**config.mk**
```make
export PLATFORM = sky130hd
export DESIGN_NAME = serial_rx_core
export DESIGN_NICKNAME = d
export VERILOG_FILES = /design/src/rtl/uart_rx_pkg.sv /design/src/rtl/urx_tick_gen.sv /design/src/rtl/urx_framer.sv /design/src/rtl/urx_status.sv /design/src/rtl/serial_rx_core.sv
export SDC_FILE = /design/constraint.sdc
export NUM_CORES = 1
export LEC_CHECK = 0
export ABC_AREA = 1
export BUFFER_PORTS_ARGS = -buffer_cell sky130_fd_sc_hd__buf_2
export CAP_MARGIN = 25
export CORE_ASPECT_RATIO = 1.4
export CORE_MARGIN = 2
export CORE_UTILIZATION = 58
export CTS_CLUSTER_SIZE = 14
export DETAILED_ROUTE_END_ITERATION = 6
export GPL_TIMING_DRIVEN = 1
export PLACE_DENSITY = 0.82
export SYNTH_ARGS = -nofsm -noshare
export SYNTH_HDL_FRONTEND = slang
export SYNTH_SLANG_ARGS = --single-unit
```
**constraint.sdc**
```tcl
create_clock -name clk -period 1.65 [get_ports clk]
set_input_delay 0.2475 -clock clk [delete_from_list [all_inputs] [get_ports clk]]
set_output_delay 0.2475 -clock clk [all_outputs]
set_load 0.01 [all_outputs]
```
**src/rtl/uart_rx_pkg.sv**
```systemverilog
package uart_rx_pkg;
    // Parity selection encoding on cfg_parity
    localparam logic [1:0] PAR_EVEN = 2'b01;
    localparam logic [1:0] PAR_ODD  = 2'b10;

    // Framer phases
    typedef enum logic [2:0] {
        PH_IDLE,
        PH_START,
        PH_DATA,
        PH_PAR,
        PH_STOP
    } rx_phase_t;

    // Result of one completed frame
    typedef struct packed {
        logic [7:0] data;
        logic       stop_bad;
        logic       par_bad;
    } frame_res_t;

    // Flag bit positions in the status word
    localparam int FL_FULL = 0;
    localparam int FL_OVR  = 1;
    localparam int FL_FRM  = 2;
    localparam int FL_PAR  = 3;
    localparam int FL_N    = 4;
endpackage

```
**src/rtl/urx_tick_gen.sv**
```systemverilog
// Oversample tick divider.
// Emits a one-cycle pulse every CLK_DIV clocks. The tick rate is sixteen
// times the bit rate. Assumes CLK_DIV >= 1.
module urx_tick_gen #(
    parameter int CLK_DIV = 27
) (
    input  logic clk,
    input  logic rst_n,
    output logic tick
);
    generate
        if (CLK_DIV == 1) begin : g_pass
            assign tick = 1'b1;
        end else begin : g_div
            localparam int CW = $clog2(CLK_DIV);
            localparam logic [CW-1:0] LAST = CW'(CLK_DIV - 1);
            logic [CW-1:0] cnt;

            // Count clocks, wrapping at the divide value
            always_ff @(posedge clk) begin
                if (!rst_n)          cnt <= '0;
                else if (cnt == LAST) cnt <= '0;
                else                 cnt <= cnt + 1'b1;
            end

            assign tick = (cnt == LAST);
        end
    endgenerate
endmodule

```
**src/rtl/urx_framer.sv**
```systemverilog
// Frame assembler.
// Synchronizes the line and validates the start bit at mid-bit. It then
// shifts in 7 or 8 data bits plus an optional parity bit and samples the
// stop bit. A one-cycle frame_done pulse carries the result.
// Assumes the configuration inputs are stable while a frame is in progress.
module urx_framer
    import uart_rx_pkg::*;
(
    input  logic       clk,
    input  logic       rst_n,
    input  logic       tick,
    input  logic       rxd,
    input  logic       cfg_eight,
    input  logic [1:0] cfg_parity,
    output logic       line_s,
    output logic       frame_done,
    output frame_res_t frame_res
);
    localparam logic [3:0] OS_MID  = 4'd7;
    localparam logic [3:0] OS_LAST = 4'd15;

    logic [1:0] sync_q;
    rx_phase_t  phase;
    logic [3:0] os_cnt;
    logic [2:0] bit_idx;
    logic [7:0] shreg;
    logic       par_bit;
    logic       par_en;
    logic [2:0] last_idx;

    assign line_s   = sync_q[1];
    assign par_en   = (cfg_parity == PAR_EVEN) || (cfg_parity == PAR_ODD);
    assign last_idx = cfg_eight ? 3'd7 : 3'd6;

    // Two-stage synchronizer for the asynchronous line
    always_ff @(posedge clk) begin
        if (!rst_n) sync_q <= 2'b11;
        else        sync_q <= {sync_q[0], rxd};
    end

    // Frame state machine, advanced on oversample ticks
    always_ff @(posedge clk) begin
        if (!rst_n) begin
            phase      <= PH_IDLE;
            os_cnt     <= '0;
            bit_idx    <= '0;
            shreg      <= '0;
            par_bit    <= 1'b0;
            frame_done <= 1'b0;
            frame_res  <= '0;
        end else begin
            frame_done <= 1'b0;
            if (tick) begin
                case (phase)
                    PH_IDLE: begin
                        if (!line_s) begin
                            phase  <= PH_START;
                            os_cnt <= '0;
                        end
                    end
                    PH_START: begin
                        if (os_cnt == OS_MID) begin
                            os_cnt <= '0;
                            if (!line_s) begin
                                phase   <= PH_DATA;
                                bit_idx <= '0;
                                shreg   <= '0;
                            end else begin
                                phase <= PH_IDLE;
                            end
                        end else begin
                            os_cnt <= os_cnt + 1'b1;
                        end
                    end
                    PH_DATA: begin
                        if (os_cnt == OS_LAST) begin
                            os_cnt         <= '0;
                            shreg[bit_idx] <= line_s;
                            if (bit_idx == last_idx) phase <= par_en ? PH_PAR : PH_STOP;
                            else                     bit_idx <= bit_idx + 1'b1;
                        end else begin
                            os_cnt <= os_cnt + 1'b1;
                        end
                    end
                    PH_PAR: begin
                        if (os_cnt == OS_LAST) begin
                            os_cnt  <= '0;
                            par_bit <= line_s;
                            phase   <= PH_STOP;
                        end else begin
                            os_cnt <= os_cnt + 1'b1;
                        end
                    end
                    PH_STOP: begin
                        if (os_cnt == OS_LAST) begin
                            os_cnt             <= '0;
                            phase              <= PH_IDLE;
                            frame_done         <= 1'b1;
                            frame_res.data     <= shreg;
                            frame_res.stop_bad <= !line_s;
                            frame_res.par_bad  <= par_en &&
                                ((^shreg ^ par_bit) != (cfg_parity == PAR_ODD));
                        end else begin
                            os_cnt <= os_cnt + 1'b1;
                        end
                    end
                    default: phase <= PH_IDLE;
                endcase
            end
        end
    end

    // A completed frame is reported for one cycle only
    assert_done_single_R3: assert property (@(posedge clk) disable iff (!rst_n)
        frame_done |=> !frame_done);

    // In 7-bit mode the top data bit of a finished frame is never set
    assert_seven_msb_R4: assert property (@(posedge clk) disable iff (!rst_n)
        (frame_done && !cfg_eight && $stable(cfg_eight)) |-> !frame_res.data[7]);
endmodule

```
**src/rtl/urx_status.sv**
```systemverilog
// Receive data register and sticky status flags.
// Decides whether a finished frame is copied into the data register and
// sets the flags for it. Applies the read-then-write-0 clear protocol,
// in which a set event in the same cycle wins over a clear.
module urx_status
    import uart_rx_pkg::*;
(
    input  logic            clk,
    input  logic            rst_n,
    input  logic            frame_done,
    input  frame_res_t      frame_res,
    input  logic            host_rd,
    input  logic            host_wr,
    input  logic [FL_N-1:0] host_wdata,
    output logic [7:0]      data_q,
    output logic [FL_N-1:0] flags_q
);
    logic [FL_N-1:0] armed_q;
    logic [FL_N-1:0] set_v;
    logic [FL_N-1:0] clr_v;
    logic            xfer;
    logic            any_err;

    assign any_err = frame_res.stop_bad | frame_res.par_bad;
    assign xfer    = frame_done & ~flags_q[FL_FULL];

    // Per-flag set events derived from the finished frame
    always_comb begin
        set_v          = '0;
        set_v[FL_FULL] = frame_done & (flags_q[FL_FULL] | ~any_err);
        set_v[FL_OVR]  = frame_done & flags_q[FL_FULL];
        set_v[FL_FRM]  = frame_done & frame_res.stop_bad;
        set_v[FL_PAR]  = frame_done & frame_res.par_bad;
        clr_v          = host_wr ? (armed_q & ~host_wdata) : '0;
    end

    // Sticky flags: set has priority over clear
    always_ff @(posedge clk) begin
        if (!rst_n) flags_q <= '0;
        else        flags_q <= set_v | (flags_q & ~clr_v);
    end

    // Track which flags a read has seen at 1
    always_ff @(posedge clk) begin
        if (!rst_n)       armed_q <= '0;
        else if (host_wr) armed_q <= '0;
        else if (host_rd) armed_q <= armed_q | flags_q;
    end

    // Copy the frame into the data register unless it overruns
    always_ff @(posedge clk) begin
        if (!rst_n)    data_q <= '0;
        else if (xfer) data_q <= frame_res.data;
    end

    assert_ovr_keeps_data_R8: assert property (@(posedge clk) disable iff (!rst_n)
        (frame_done && flags_q[FL_FULL]) |=> $stable(data_q));

    assert_ovr_flags_R8: assert property (@(posedge clk) disable iff (!rst_n)
        (frame_done && flags_q[FL_FULL]) |=> (flags_q[FL_FULL] && flags_q[FL_OVR]));

    assert_err_no_full_R7: assert property (@(posedge clk) disable iff (!rst_n)
        (frame_done && !flags_q[FL_FULL] && any_err) |=>
            (!flags_q[FL_FULL] && data_q == $past(frame_res.data)));

    assert_set_wins_R10: assert property (@(posedge clk) disable iff (!rst_n)
        (frame_done && frame_res.stop_bad) |=> flags_q[FL_FRM]);

    assert_clear_needs_read_R9: assert property (@(posedge clk) disable iff (!rst_n)
        (!frame_done && flags_q[FL_FRM] && !(host_wr && armed_q[FL_FRM])) |=> flags_q[FL_FRM]);
endmodule

```
**src/rtl/serial_rx_core.sv**
```systemverilog
// Asynchronous serial receiver top level.
// Ties the oversample divider, the frame assembler and the status register
// together. Assumes rxd idles high.
module serial_rx_core
    import uart_rx_pkg::*;
#(
    parameter int CLK_DIV = 27
) (
    input  logic       clk,
    input  logic       rst_n,
    input  logic       rxd,
    input  logic       cfg_eight,
    input  logic [1:0] cfg_parity,
    input  logic       host_rd,
    input  logic       host_wr,
    input  logic [3:0] host_wdata,
    output logic [7:0] rx_data,
    output logic       flag_full,
    output logic       flag_overrun,
    output logic       flag_framing,
    output logic       flag_parity,
    output logic       rx_level
);
    logic            tick;
    logic            frame_done;
    frame_res_t      frame_res;
    logic [FL_N-1:0] flags;

    urx_tick_gen #(.CLK_DIV(CLK_DIV)) u_tick (
        .clk   (clk),
        .rst_n (rst_n),
        .tick  (tick)
    );

    urx_framer u_framer (
        .clk        (clk),
        .rst_n      (rst_n),
        .tick       (tick),
        .rxd        (rxd),
        .cfg_eight  (cfg_eight),
        .cfg_parity (cfg_parity),
        .line_s     (rx_level),
        .frame_done (frame_done),
        .frame_res  (frame_res)
    );

    urx_status u_status (
        .clk        (clk),
        .rst_n      (rst_n),
        .frame_done (frame_done),
        .frame_res  (frame_res),
        .host_rd    (host_rd),
        .host_wr    (host_wr),
        .host_wdata (host_wdata),
        .data_q     (rx_data),
        .flags_q    (flags)
    );

    assign flag_full    = flags[FL_FULL];
    assign flag_overrun = flags[FL_OVR];
    assign flag_framing = flags[FL_FRM];
    assign flag_parity  = flags[FL_PAR];
endmodule

```
==> results.py, run 1 <==
metrics = {
    "drt": {
        "via_count": 2291,
        "dr.first_iter.drc_count": 99,
        "post-route-drc-count": 0,
        "wl_per_cell_um": 11.3,
        "wl_um": 5040,
        "drt_first_pass_iters": 4,
        "ant_nets": 0,
        "via_per_inst": 5.14,
    },
    "cells_and_area": {
        "final_area_mm2": 0.00292,
        "fin_nets": 402,
        "fill_cells": 373,
        "postLayoutCoreUtil_pct": 68.8,
        "diodes": 0,
        "synthToLayoutAreaGrowth_pct": 13.0,
        "drive_gt1_share_pct": 20.2,
    },
    "worst_setup_path": {
        "cp.arrival_ns": 1.81,
        "worst-path-max-fanout": 8,
        "end_kind": "register",
        "start_kind": "register",
        "critPathKind": "reg -> reg",
        "cp_data_required_time_ns": 1.87,
    },
    "global_route": {
        "grt_util_met3_pct": 4.21,
        "use_met2_pct": 39.5,
        "gr-usage-met1_pct": 21.0,
        "gr-total-overflow": 0,
        "antenna_found_initial": 0,
        "busiest_layer": "met2",
        "grt_max_degree": 31,
        "grt_usage_pct": 21.1,
        "grt_pass1_vias": 2087,
        "grt_pass1_wl_um": 8310,
    },
    "power": {
        "vdd.ir_drop.worst_mv": 0.572,
        "p_per_area_mw_per_mm2": 732,
        "leakage_nw": 1.18,
    },
    "cts": {
        "numCtsBuffers": 5,
        "hold_buffers": 0,
        "clockBufferDepth": 2,
        "clock_tree.root_cell": "clkbuf_8",
        "worstSkewPairLatency_ns": 0.31,
        "cts.clk_slew.worst_paths_ns": 0.10,
        "clock-sinks": 53,
        "cts_tree": "yes",
        "htree_levels": 2,
    },
    "synth": {
        "synth_top_family_by_area": "simple AND/OR/NAND/NOR gates",
        "synth_mux_area_share_pct": 0,
        "synthSimpleGateAreaFrac_pct": 28.4,
        "yosysTopAreaCell": "dfxtp_1",
        "syn_area_mm2": 0.00258,
        "synth_top_cell_area_share_pct": 41.1,
        "synthCells": 357,
        "syn_nets": 374,
        "synth_area_per_cell_um2": 7.23,
        "ys.warnings.count": 0,
        "ys_seq_area_share_pct": 41.1,
        "yosys.area_share.xor_xnor_pct": 2.04,
        "synth_cell_types": 32,
        "yosys-top-cells-area": "dfxtp_1 (41%), nand2_1 (11%), a21oi_1 (9.3%)",
        "ys_ff_latch": 53,
        "synth_compound_area_share_pct": 17.1,
        "synth_fa_ha_area_share_pct": 2.42,
    },
    "timing": {
        "layout_min_cycle_time_ns": 1.59,
        "slew_violations": 0,
        "finClkSkew_ns": 0.00595,
        "worst_pin_slew_ns": 0.367,
        "max_freq_mhz": 627,
        "setup_tns_ns": 0,
        "final-hold-violation-count": 0,
        "fin_crit_sh_pct": 96.6,
        "max_slew_margin_pct": 75.5,
        "hold_ws_ns": 0.113,
        "setup_viol": 0,
    },
    "place": {
        "dp_hpwl_um": 3750,
        "place_congestion": 0.844,
        "port_buffers": 24,
        "place_area_mm2": 0.00278,
    },
    "floorplanning": {
        "die_area_mm2": 0.00501,
        "io_pins": 25,
        "num_rows": 28,
        "die_w_um": 60.4,
        "core_area_mm2": 0.00424,
        "initial_utilization_pct": 60.9,
        "fp.dieH_um": 82.9,
    },
    "worst_hold_path": {
        "hold_class": "in -> reg",
    },
    "status": {
        "status": "finished, final reports clean",
    },
    "job": {
        "drv_cap": 0,
    },
}
[registers in the layout, summed over array words and instances, names as in the netlist]
signal               count
u_framer.bit_idx         3
u_framer.frame_done      1
u_framer.frame_res      10
u_framer.os_cnt          4
u_framer.par_bit         1
u_framer.phase           3
u_framer.shreg           8
u_framer.sync_q          2
u_status.armed_q         4
u_status.data_q          8
u_status.flags_q         4
u_tick.g_div.cnt         5
[synth_stat cells]
| cell type | count |
|---|---|
| nand3_1 | 23 |
| nand4_1 | 4 |
| buf_1 | 1 |
| a21oi_1 | 48 |
| ha_1 | 5 |
| nand2_1 | 77 |
| nand3_4 | 3 |
| o21bai_1 | 1 |
| a311oi_1 | 1 |
| xnor2_1 | 3 |
| nor2_4 | 2 |
| xor2_1 | 3 |
| a21oi_2 | 1 |
| nor2_1 | 26 |
| inv_2 | 6 |
| inv_4 | 1 |
| nor2_2 | 8 |
| clkbuf_1 | 5 |
| clkbuf_2 | 1 |
| buf_6 | 1 |
| o21ai_0 | 26 |
| inv_1 | 42 |
| nand2_2 | 3 |
| nand3b_1 | 1 |
| dfxtp_1 | 53 |
| nor3_1 | 1 |
| or2_2 | 3 |
| buf_2 | 1 |
| nand2_4 | 1 |
| o21ai_4 | 1 |
| nand2_8 | 1 |
| o31ai_1 | 4 |
[kinds of logic after synthesis]
logic type / Yosys count
DFF: 53
and+or+nand+nor: 153
buffers and inverters: 58
xor gates and xnor gates: 6
adders and majority gates: 5
AOI/OAI and AO/OA: 82
[layout by cell type (no fill, tap or decap), types with 5 or more instances in the layout]
| cell | instances |
|---|---|
| a21oi_1 | 48 |
| inv_1 | 41 |
| buf_4 | 5 |
| dfxtp_2 | 7 |
| nand3_1 | 23 |
| clkbuf_8 | 5 |
| nor2_2 | 6 |
| buf_2 | 24 |
| nor2_1 | 25 |
| nor2_4 | 5 |
| dfxtp_1 | 46 |
| nand2_1 | 77 |
| inv_2 | 7 |
| o21ai_0 | 25 |
[critical path, stage by stage (launching register included)]
cell and delay, ns:
dfxtp_2 0.36, ha_2 0.18, nand2_1 0.08, nor2_2 0.13
inv_2 0.07, nand2_4 0.08, nand3_4 0.11, inv_6 0.11
nand2_8 0.09, nor2_2 0.13, nand2_1 0.07, nand2_1 0.06
nor2_1 0.04
[repair_timing]
item | in CTS | in global routing
buffers inserted | 0 | 2
endpoints found under the setup margin | 0 | 19
resized for setup | 0 | 15
endpoints found under the hold margin | 0 | 0
[power by group]
part	leakage, nW	internal, mW	switching, mW
clock	0.0423	0.309	0.451
sequential	0.431	1.29	0.00751
combinational	0.707	0.0313	0.0487
[path summary, 6_finish.rpt]
check	depth (start not counted)	from	slack, ns	end
hold reg to reg	1	u_framer.sync_q[0]$_SDFF_PN1_	0.42	u_framer.sync_q[1]$_SDFF_PN1_
setup reg to reg	12	u_framer.os_cnt[0]$_SDFFE_PN0P_	0.06	u_framer.shreg[2]$_SDFFE_PN0P_
hold / removal	2	rxd	0.11	u_framer.sync_q[0]$_SDFF_PN1_
setup / recovery	12	u_framer.os_cnt[0]$_SDFFE_PN0P_	0.06	u_framer.shreg[2]$_SDFFE_PN0P_
[cell type report]
| type | count | area, um2 | area share (%) |
|---|---|---|---|
| Multi-Input combinational cell | 246 | 1310 | 44.9 |
| Sequential cell | 53 | 1070 | 36.7 |
| Inverter | 49 | 189 | 6.48 |
| Timing Repair Buffer | 30 | 178 | 6.09 |
| Tap cell | 60 | 75.1 | 2.57 |
| Clock buffer | 5 | 68.8 | 2.36 |
| Clock inverter | 3 | 26.3 | 0.901 |
[per-stage QoR]
stage | total power [mW] | instances | worst slack [ns]
2_1_floorplan | 1.37 | 357 | 0.187
3_3_place_gp | 1.40 | 436 | 0.111
3_5_place_dp | 1.40 | 436 | 0.0474
4_1_cts | 2.16 | 444 | 0.0252
5_1_grt | 2.22 | 446 | -0.0802
6_report | 2.13 | 446 | 0.0558
[per-layer routing]
metal,up-vias,routed length (um)
li1,1212,-
met1,1038,2150
met2,33,2690
met3,8,121
met4,0,77
met5,-,0
(Power assumes the default switching activity.)
==> run 2: changes to the inputs <==
--- a/config.mk
+++ b/config.mk
@@ -6,5 +6,4 @@
 export NUM_CORES = 1
 export LEC_CHECK = 0
-export ABC_AREA = 1
 export BUFFER_PORTS_ARGS = -buffer_cell sky130_fd_sc_hd__buf_2
 export CAP_MARGIN = 25
==> constraint.sdc (replaced) <==
create_clock -name clk -period 1.65 [get_ports clk]
set_input_delay 0.0825 -clock clk [delete_from_list [all_inputs] [get_ports clk]]
set_output_delay 0.0825 -clock clk [all_outputs]
set_load 0.01 [all_outputs]
==> run 2 against run 1 <==
Against the previous run:
- the flow now finishes with violations (negative setup slack)
- sequential power hardly changed
- critical path depth is 6 lower
- routed wire length is 26% higher
- via count is 2.4% higher
- largest power group unchanged
==> results.py, run 2 <==
metrics = {
    "status": {
        "status": "complete, but fails checks",
        "failed_checks": "negative setup slack",
    },
    "worst_setup_path": {
        "worst-path-max-fanout": 6,
        "rr_endpoint": "u_framer.bit_idx[2]$_SDFFE_PN0P_",
        "critPathKind": "reg -> reg",
        "end_kind": "register",
        "regToRegStartpoint": "u_framer.phase[2]$_SDFFE_PN0P_",
        "reg2reg_slack_ns": -0.07,
        "cp.arrival_ns": 1.96,
        "cp_data_required_time_ns": 1.88,
        "reg2reg_depth": 6,
        "start_kind": "register",
    },
    "worst_hold_path": {
        "min_to": "u_framer.sync_q[0]$_SDFF_PN1_",
        "min_path_cells": 2,
        "hold_class": "in -> reg",
        "worstHoldStart": "rst_n",
    },
    "floorplanning": {
        "fp.dieH_um": 82.4,
        "die_w_um": 60.0,
        "die_area_mm2": 0.00495,
        "io_pins": 25,
        "core_area_mm2": 0.00424,
        "num_rows": 28,
        "initial_utilization_pct": 60.1,
    },
    "global_route": {
        "grt_pass1_wl_um": 9900,
        "gr-total-overflow": 0,
        "grt_usage_pct": 26.2,
        "grt_max_degree": 25,
        "antenna_found_initial": 0,
        "grt_pass1_vias": 2198,
    },
    "synth": {
        "synth_top_cell_area_share_pct": 41.7,
        "syn_area_mm2": 0.00255,
        "synthCells": 285,
        "ys_seq_area_share_pct": 41.7,
        "yosysTopAreaCell": "dfxtp_1",
        "async_flop_share_pct": 0,
        "synth_edf_count": 0,
        "ys_ff_latch": 53,
        "syn_nets": 302,
        "yosys-top-cells-area": "dfxtp_1 (42%), mux2i_1 (7.1%), nand2_1 (5.9%)",
        "synth_most_common_cell": "dfxtp_1",
        "synth_area_per_cell_um2": 8.94,
        "synth_cell_types": 53,
        "ys_top_cells_by_count": "dfxtp_1 (53), nand2_1 (40), nor2_1 (26)",
        "ys.warnings.count": 0,
        "synth_ff_type": "dfxtp_1",
    },
    "place": {
        "dp_hpwl_um": 4200,
        "place_congestion": 0.836,
        "place_area_mm2": 0.00294,
        "port_buffers": 24,
        "pre_cts_ws_ns": -0.171,
    },
    "cells_and_area": {
        "regMostFlops": "u_framer.frame_res",
        "largest_register_ffs": 10,
        "final_common_cell": "dfxtp_1",
        "top_regs": "u_framer.frame_res: 10 flops, u_framer.shreg: 8 flops, u_status.data_q: 8 flops",
        "drive_gt1_share_pct": 30.4,
        "final_cell_mix": "dfxtp_1 (48), nand2_1 (40), buf_4 (35), nor2_1 (26), buf_2 (24)",
        "synthToLayoutAreaGrowth_pct": 26.2,
        "fin_nets": 361,
        "diodes": 0,
        "final_area_mm2": 0.00321,
        "multi_input_area_mm2": 0.00150,
        "postLayoutCoreUtil_pct": 75.8,
        "regArea_mm2": 0.00107,
        "fill_cells": 291,
    },
    "cts": {
        "cts_tree": "yes",
        "worstSkewPairLatency_ns": 0.32,
        "clock-sinks": 53,
        "clockBufferDepth": 2,
        "clock_tree.root_cell": "clkbuf_8",
        "numCtsBuffers": 5,
        "htree_levels": 2,
        "cts.clk_slew.worst_paths_ns": 0.11,
    },
    "timing": {
        "slew_violations": 0,
        "final-hold-violation-count": 0,
        "finClkSkew_ns": 0.0117,
        "fin_crit_sh_pct": 104,
        "layout_min_cycle_time_ns": 1.72,
        "worst_pin_slew_ns": 0.391,
        "setup_viol": 5,
        "max_slew_margin_pct": 73.9,
        "max_freq_mhz": 580,
        "rsz0062_at_grt": "true",
        "hold_ws_ns": 0.0400,
        "final.setup.worst_slack_ns": -0.0731,
    },
    "drt": {
        "drt_first_pass_iters": 4,
        "ant_nets": 0,
        "dr.first_iter.drc_count": 105,
        "post-route-drc-count": 0,
        "wl_um": 6330,
        "via_per_inst": 5.79,
        "wl_per_cell_um": 15.6,
        "via_count": 2345,
    },
    "power": {
        "p_per_area_mw_per_mm2": 725,
        "vdd.ir_drop.worst_mv": 0.417,
        "leakage_nw": 1.25,
    },
    "job": {
        "drv_cap": 0,
    },
}
==> run 2: changes by cell type after synthesis, sizes merged, moves of 10 or more <==
cell	change
inv	-41
mux2i	+18
nand2	-42
nor2	-10
a21oi	-24
nand3	-21
o21ai	-17
==> run 2: metrics by stage <==
step                power [mW]  setup TNS (ns)  cells
floorplan                 1.37               0    285
finish                    2.33          -0.146    405
detailed placement        1.43           -1.12    393
CTS                       2.35         -0.0546    403
global placement          1.42          -0.147    393
global route              2.41          -0.619    405
==> run 2: final cells by class <==
class	count	area share [%]
Clock buffer	5	2.14
Multi-Input combinational cell	213	46.6
Timing Repair Buffer	62	12.9
Sequential cell	53	33.4
Tap cell	60	2.34
Inverter	9	1.05
Clock inverter	3	1.56
==> run 2: kinds of logic (layout without fill, tap and decap cells) <==
logic type,Yosys count,after routing,share of synthesized area (%)
buffers and inverters,19,79,3.54
flip-flops,53,53,41.7
AND/OR/NAND/NOR,120,120,25.5
multiplexers,19,19,7.51
adder cells (fa/ha/maj),5,5,2.46
AO/OA/AOI/OAI,59,59,15.3
XOR/XNOR,10,10,3.98
==> run 2: power by group <==
| group | switching [mW] | leakage, nW | internal (mW) |
|---|---|---|---|
| logic | 0.0639 | 0.761 | 0.0519 |
| registers | 0.00716 | 0.431 | 1.28 |
| clock network | 0.459 | 0.0603 | 0.465 |
| total | 0.530 | 1.25 | 1.80 |
==> run 2: per-layer routing <==
metal  track usage [%]  part of all wire (%)  vias up
met2              47.1                    53       71
met5                 0                     0        -
met1              29.8                    39     1114
met3              4.83                   4.6       22
met4              10.9                   2.9        0
li1                  -                     -     1138
==> run 2: critical path, cell delays in order, from the launching register on <==
cell,delay [ns]
dfxtp_4,0.39
buf_4,0.14
nor3b_4,0.22
buf_4,0.15
a22oi_2,0.12
nor4_1,0.36
mux2i_1,0.25
==> run 2: worst max path at each step <==
stage / end / startpoint / slack, ns
after floorplan: u_framer.bit_idx[0]$_SDFFE_PN0P_ / u_tick.g_div.cnt[0]$_SDFF_PP0_ / 0.007
after CTS: u_framer.shreg[7]$_SDFFE_PN0P_ / u_framer.phase[1]$_SDFFE_PN0P_ / -0.04
after detailed placement: u_framer.shreg[0]$_SDFFE_PN0P_ / u_tick.g_div.cnt[0]$_SDFF_PP0_ / -0.17
after global routing: u_framer.shreg[5]$_SDFFE_PN0P_ / u_tick.g_div.cnt[0]$_SDFF_PP0_ / -0.10
after global placement: u_framer.shreg[0]$_SDFFE_PN0P_ / u_tick.g_div.cnt[0]$_SDFF_PP0_ / -0.02
final: u_framer.bit_idx[2]$_SDFFE_PN0P_ / u_framer.phase[2]$_SDFFE_PN0P_ / -0.07
==> run 2: repair_timing <==
| item | CTS | global route |
|---|---|---|
| endpoints found under the setup margin | 27 | 19 |
| endpoints found under the hold margin | 1 | 0 |
| pin swaps | 3 | 8 |
| setup buffers | 1 | 2 |
| hold buffers | 1 | 0 |
| resized for setup | 16 | 16 |
==> run 3: changes to the inputs <==
Settings changed: CELL_PAD_IN_SITES_DETAIL_PLACEMENT set to 1, CELL_PAD_IN_SITES_GLOBAL_PLACEMENT set to 1, CORE_UTILIZATION 58 to 44, MAX_ROUTING_LAYER set to met4.
==> run 3 against run 2 <==
Against the previous run:
- the flow still finishes with violations (negative setup slack)
- setup slack got worse by 0.0036 ns
- design area up 3.5%
- final cell count grew 4.9%
- clock skew decreased by 0.0054 ns
- sequential share of layout area down 1.3 points
- first-iteration DRC count up 26%
- global-route usage about the same
- count of clock-buffer cells in the layout unchanged
- non-clock buffer count grew 12
- largest power group unchanged
==> results.py, run 3 (synthesized netlist as in run 2, its figures left out) <==
metrics = {
    "timing": {
        "setup_tns_ns": -0.411,
        "max_slew_margin_pct": 68.6,
        "rsz0062_at_grt": "true",
        "worst_pin_slew_ns": 0.470,
        "final.setup.worst_slack_ns": -0.0767,
        "max_freq_mhz": 579,
        "final-hold-violation-count": 0,
        "hold_ws_ns": 0.0461,
        "finClkSkew_ns": 0.00627,
        "layout_min_cycle_time_ns": 1.73,
        "slew_violations": 0,
        "setup_viol": 11,
        "fin_crit_sh_pct": 105,
    },
    "drt": {
        "top_layer": "met4",
        "wl_met2_um": 4590,
        "dr.first_iter.drc_count": 132,
        "wl_per_cell_um": 19.7,
        "wl_met3_um": 226,
        "via_per_inst": 5.79,
        "ant_nets": 0,
        "wl_um": 8370,
        "via_count": 2462,
        "post-route-drc-count": 0,
        "met1Wirelength_um": 3220,
        "drt_first_pass_iters": 4,
    },
    "global_route": {
        "grt_max_degree": 25,
        "antenna_found_initial": 0,
        "grt_usage_pct": 26.2,
        "grt_pass1_vias": 2629,
        "gr-total-overflow": 0,
        "grt_pass1_wl_um": 12200,
    },
    "cts": {
        "clockBufferDepth": 2,
        "clock_tree.root_cell": "clkbuf_8",
        "clock-sinks": 53,
        "numCtsBuffers": 5,
        "htree_levels": 2,
        "worstSkewPairLatency_ns": 0.32,
        "cts_tree": "yes",
        "cts.clk_slew.worst_paths_ns": 0.10,
    },
    "cells_and_area": {
        "regMostFlops": "u_framer.frame_res",
        "fill_cells": 660,
        "largest_register_ffs": 10,
        "final_common_cell": "dfxtp_1",
        "synthToLayoutAreaGrowth_pct": 30.6,
        "final_area_mm2": 0.00333,
        "top_regs": "u_framer.frame_res: 10 flops, u_framer.shreg: 8 flops, u_status.data_q: 8 flops",
        "diodes": 0,
        "final_cell_mix": "dfxtp_1 (48), buf_4 (46), nand2_1 (40), nor2_1 (26), buf_2 (24)",
        "fin_nets": 373,
        "drive_gt1_share_pct": 33.9,
        "regArea_mm2": 0.00107,
        "multi_input_area_mm2": 0.00154,
    },
    "worst_setup_path": {
        "end_kind": "register",
        "cp.arrival_ns": 1.98,
        "worst-path-max-fanout": 7,
        "start_kind": "register",
        "cp_data_required_time_ns": 1.90,
        "critPathKind": "reg -> reg",
    },
    "power": {
        "leakage_nw": 1.30,
        "p_int_mw": 1.65,
        "vdd.ir_drop.worst_mv": 0.393,
        "p_sw_share_pct": 25.1,
        "share_comb_of_total_power_pct": 5.8,
        "clkPwrFrac_pct": 35.3,
        "pwr-share-seq_pct": 58.9,
        "switching_power_uw": 552,
        "p_per_area_mw_per_mm2": 661,
    },
    "place": {
        "dp_hpwl_um": 5080,
        "port_buffers": 24,
        "place_area_mm2": 0.00297,
        "place_congestion": 0.824,
    },
    "floorplanning": {
        "io_pins": 25,
        "core_area_mm2": 0.00557,
        "die_area_mm2": 0.00642,
        "fp.dieH_um": 94.0,
        "initial_utilization_pct": 45.8,
        "die_w_um": 68.3,
        "num_rows": 32,
    },
    "job": {
        "drv_cap": 0,
    },
    "worst_hold_path": {
        "hold_class": "in -> reg",
    },
    "status": {
        "failed_checks": "negative setup slack",
        "status": "complete, but fails checks",
    },
}
## run 3: worst max-delay path, stage by stage (launching register included)
cell	delay, ns
dfxtp_1	0.36
ha_2	0.23
nand3_1	0.18
buf_4	0.21
o22ai_4	0.23
buf_4	0.17
nand4_1	0.11
a21oi_1	0.18
## run 3: final cells by class
type,instances,share of cell area (%)
tap,68,2.56
timing repair buffer,74,15.3
multi-input combinational,213,46.2
inverter,9,1.02
sequential,53,32.2
clock buffer,5,2.07
clock inverter,3,0.640
## run 3: worst paths after layout
kind / startpoint / endpoint / slack (ns) / cells past startpoint
setup reg to reg: u_framer.os_cnt[0]$_SDFFE_PN0P_ / u_framer.bit_idx[1]$_SDFFE_PN0P_ / -0.08 / 7
setup / recovery: u_framer.os_cnt[0]$_SDFFE_PN0P_ / u_framer.bit_idx[1]$_SDFFE_PN0P_ / -0.08 / 7
hold reg to reg: u_framer.sync_q[0]$_SDFF_PN1_ / u_framer.sync_q[1]$_SDFF_PN1_ / 0.42 / 1
hold / removal: rst_n / u_framer.sync_q[0]$_SDFF_PN1_ / 0.05 / 2
## run 3: per-layer routing
layer / GRT usage, % / vias to the layer above
li1: - / 1161
met1: 24.5 / 1220
met2: 50.2 / 55
met3: 3.84 / 26
met4: 11.7 / 0
met5: - / -
## run 3: stage by stage
stage               total power, mW  util (%)  setup WS [ns]  cells
global route                   2.26      59.8         -0.156    425
floorplan                      1.37         -        0.00738    285
detailed placement             1.43      53.4         -0.198    404
finish                         2.20      59.8        -0.0767    425
CTS                            2.20      57.8        -0.0396    420
global placement               1.42      53.4        -0.0570    404
## run 3: repair_timing
action	CTS	global route
setup endpoints to repair	26	26
setup buffers	7	5
hold endpoints to repair	1	0
hold buffers	1	0
pin swaps	5	6
resized for setup	23	15
## run 3: power by group through the flow
stage | sequential (mW) | combinational, mW | clock [mW]
global route | 1.29 | 0.138 | 0.827
global placement | 1.32 | 0.103 | 0
floorplan | 1.33 | 0.0487 | 0
CTS | 1.29 | 0.122 | 0.781
detailed placement | 1.32 | 0.108 | 0
finish | 1.29 | 0.128 | 0.776
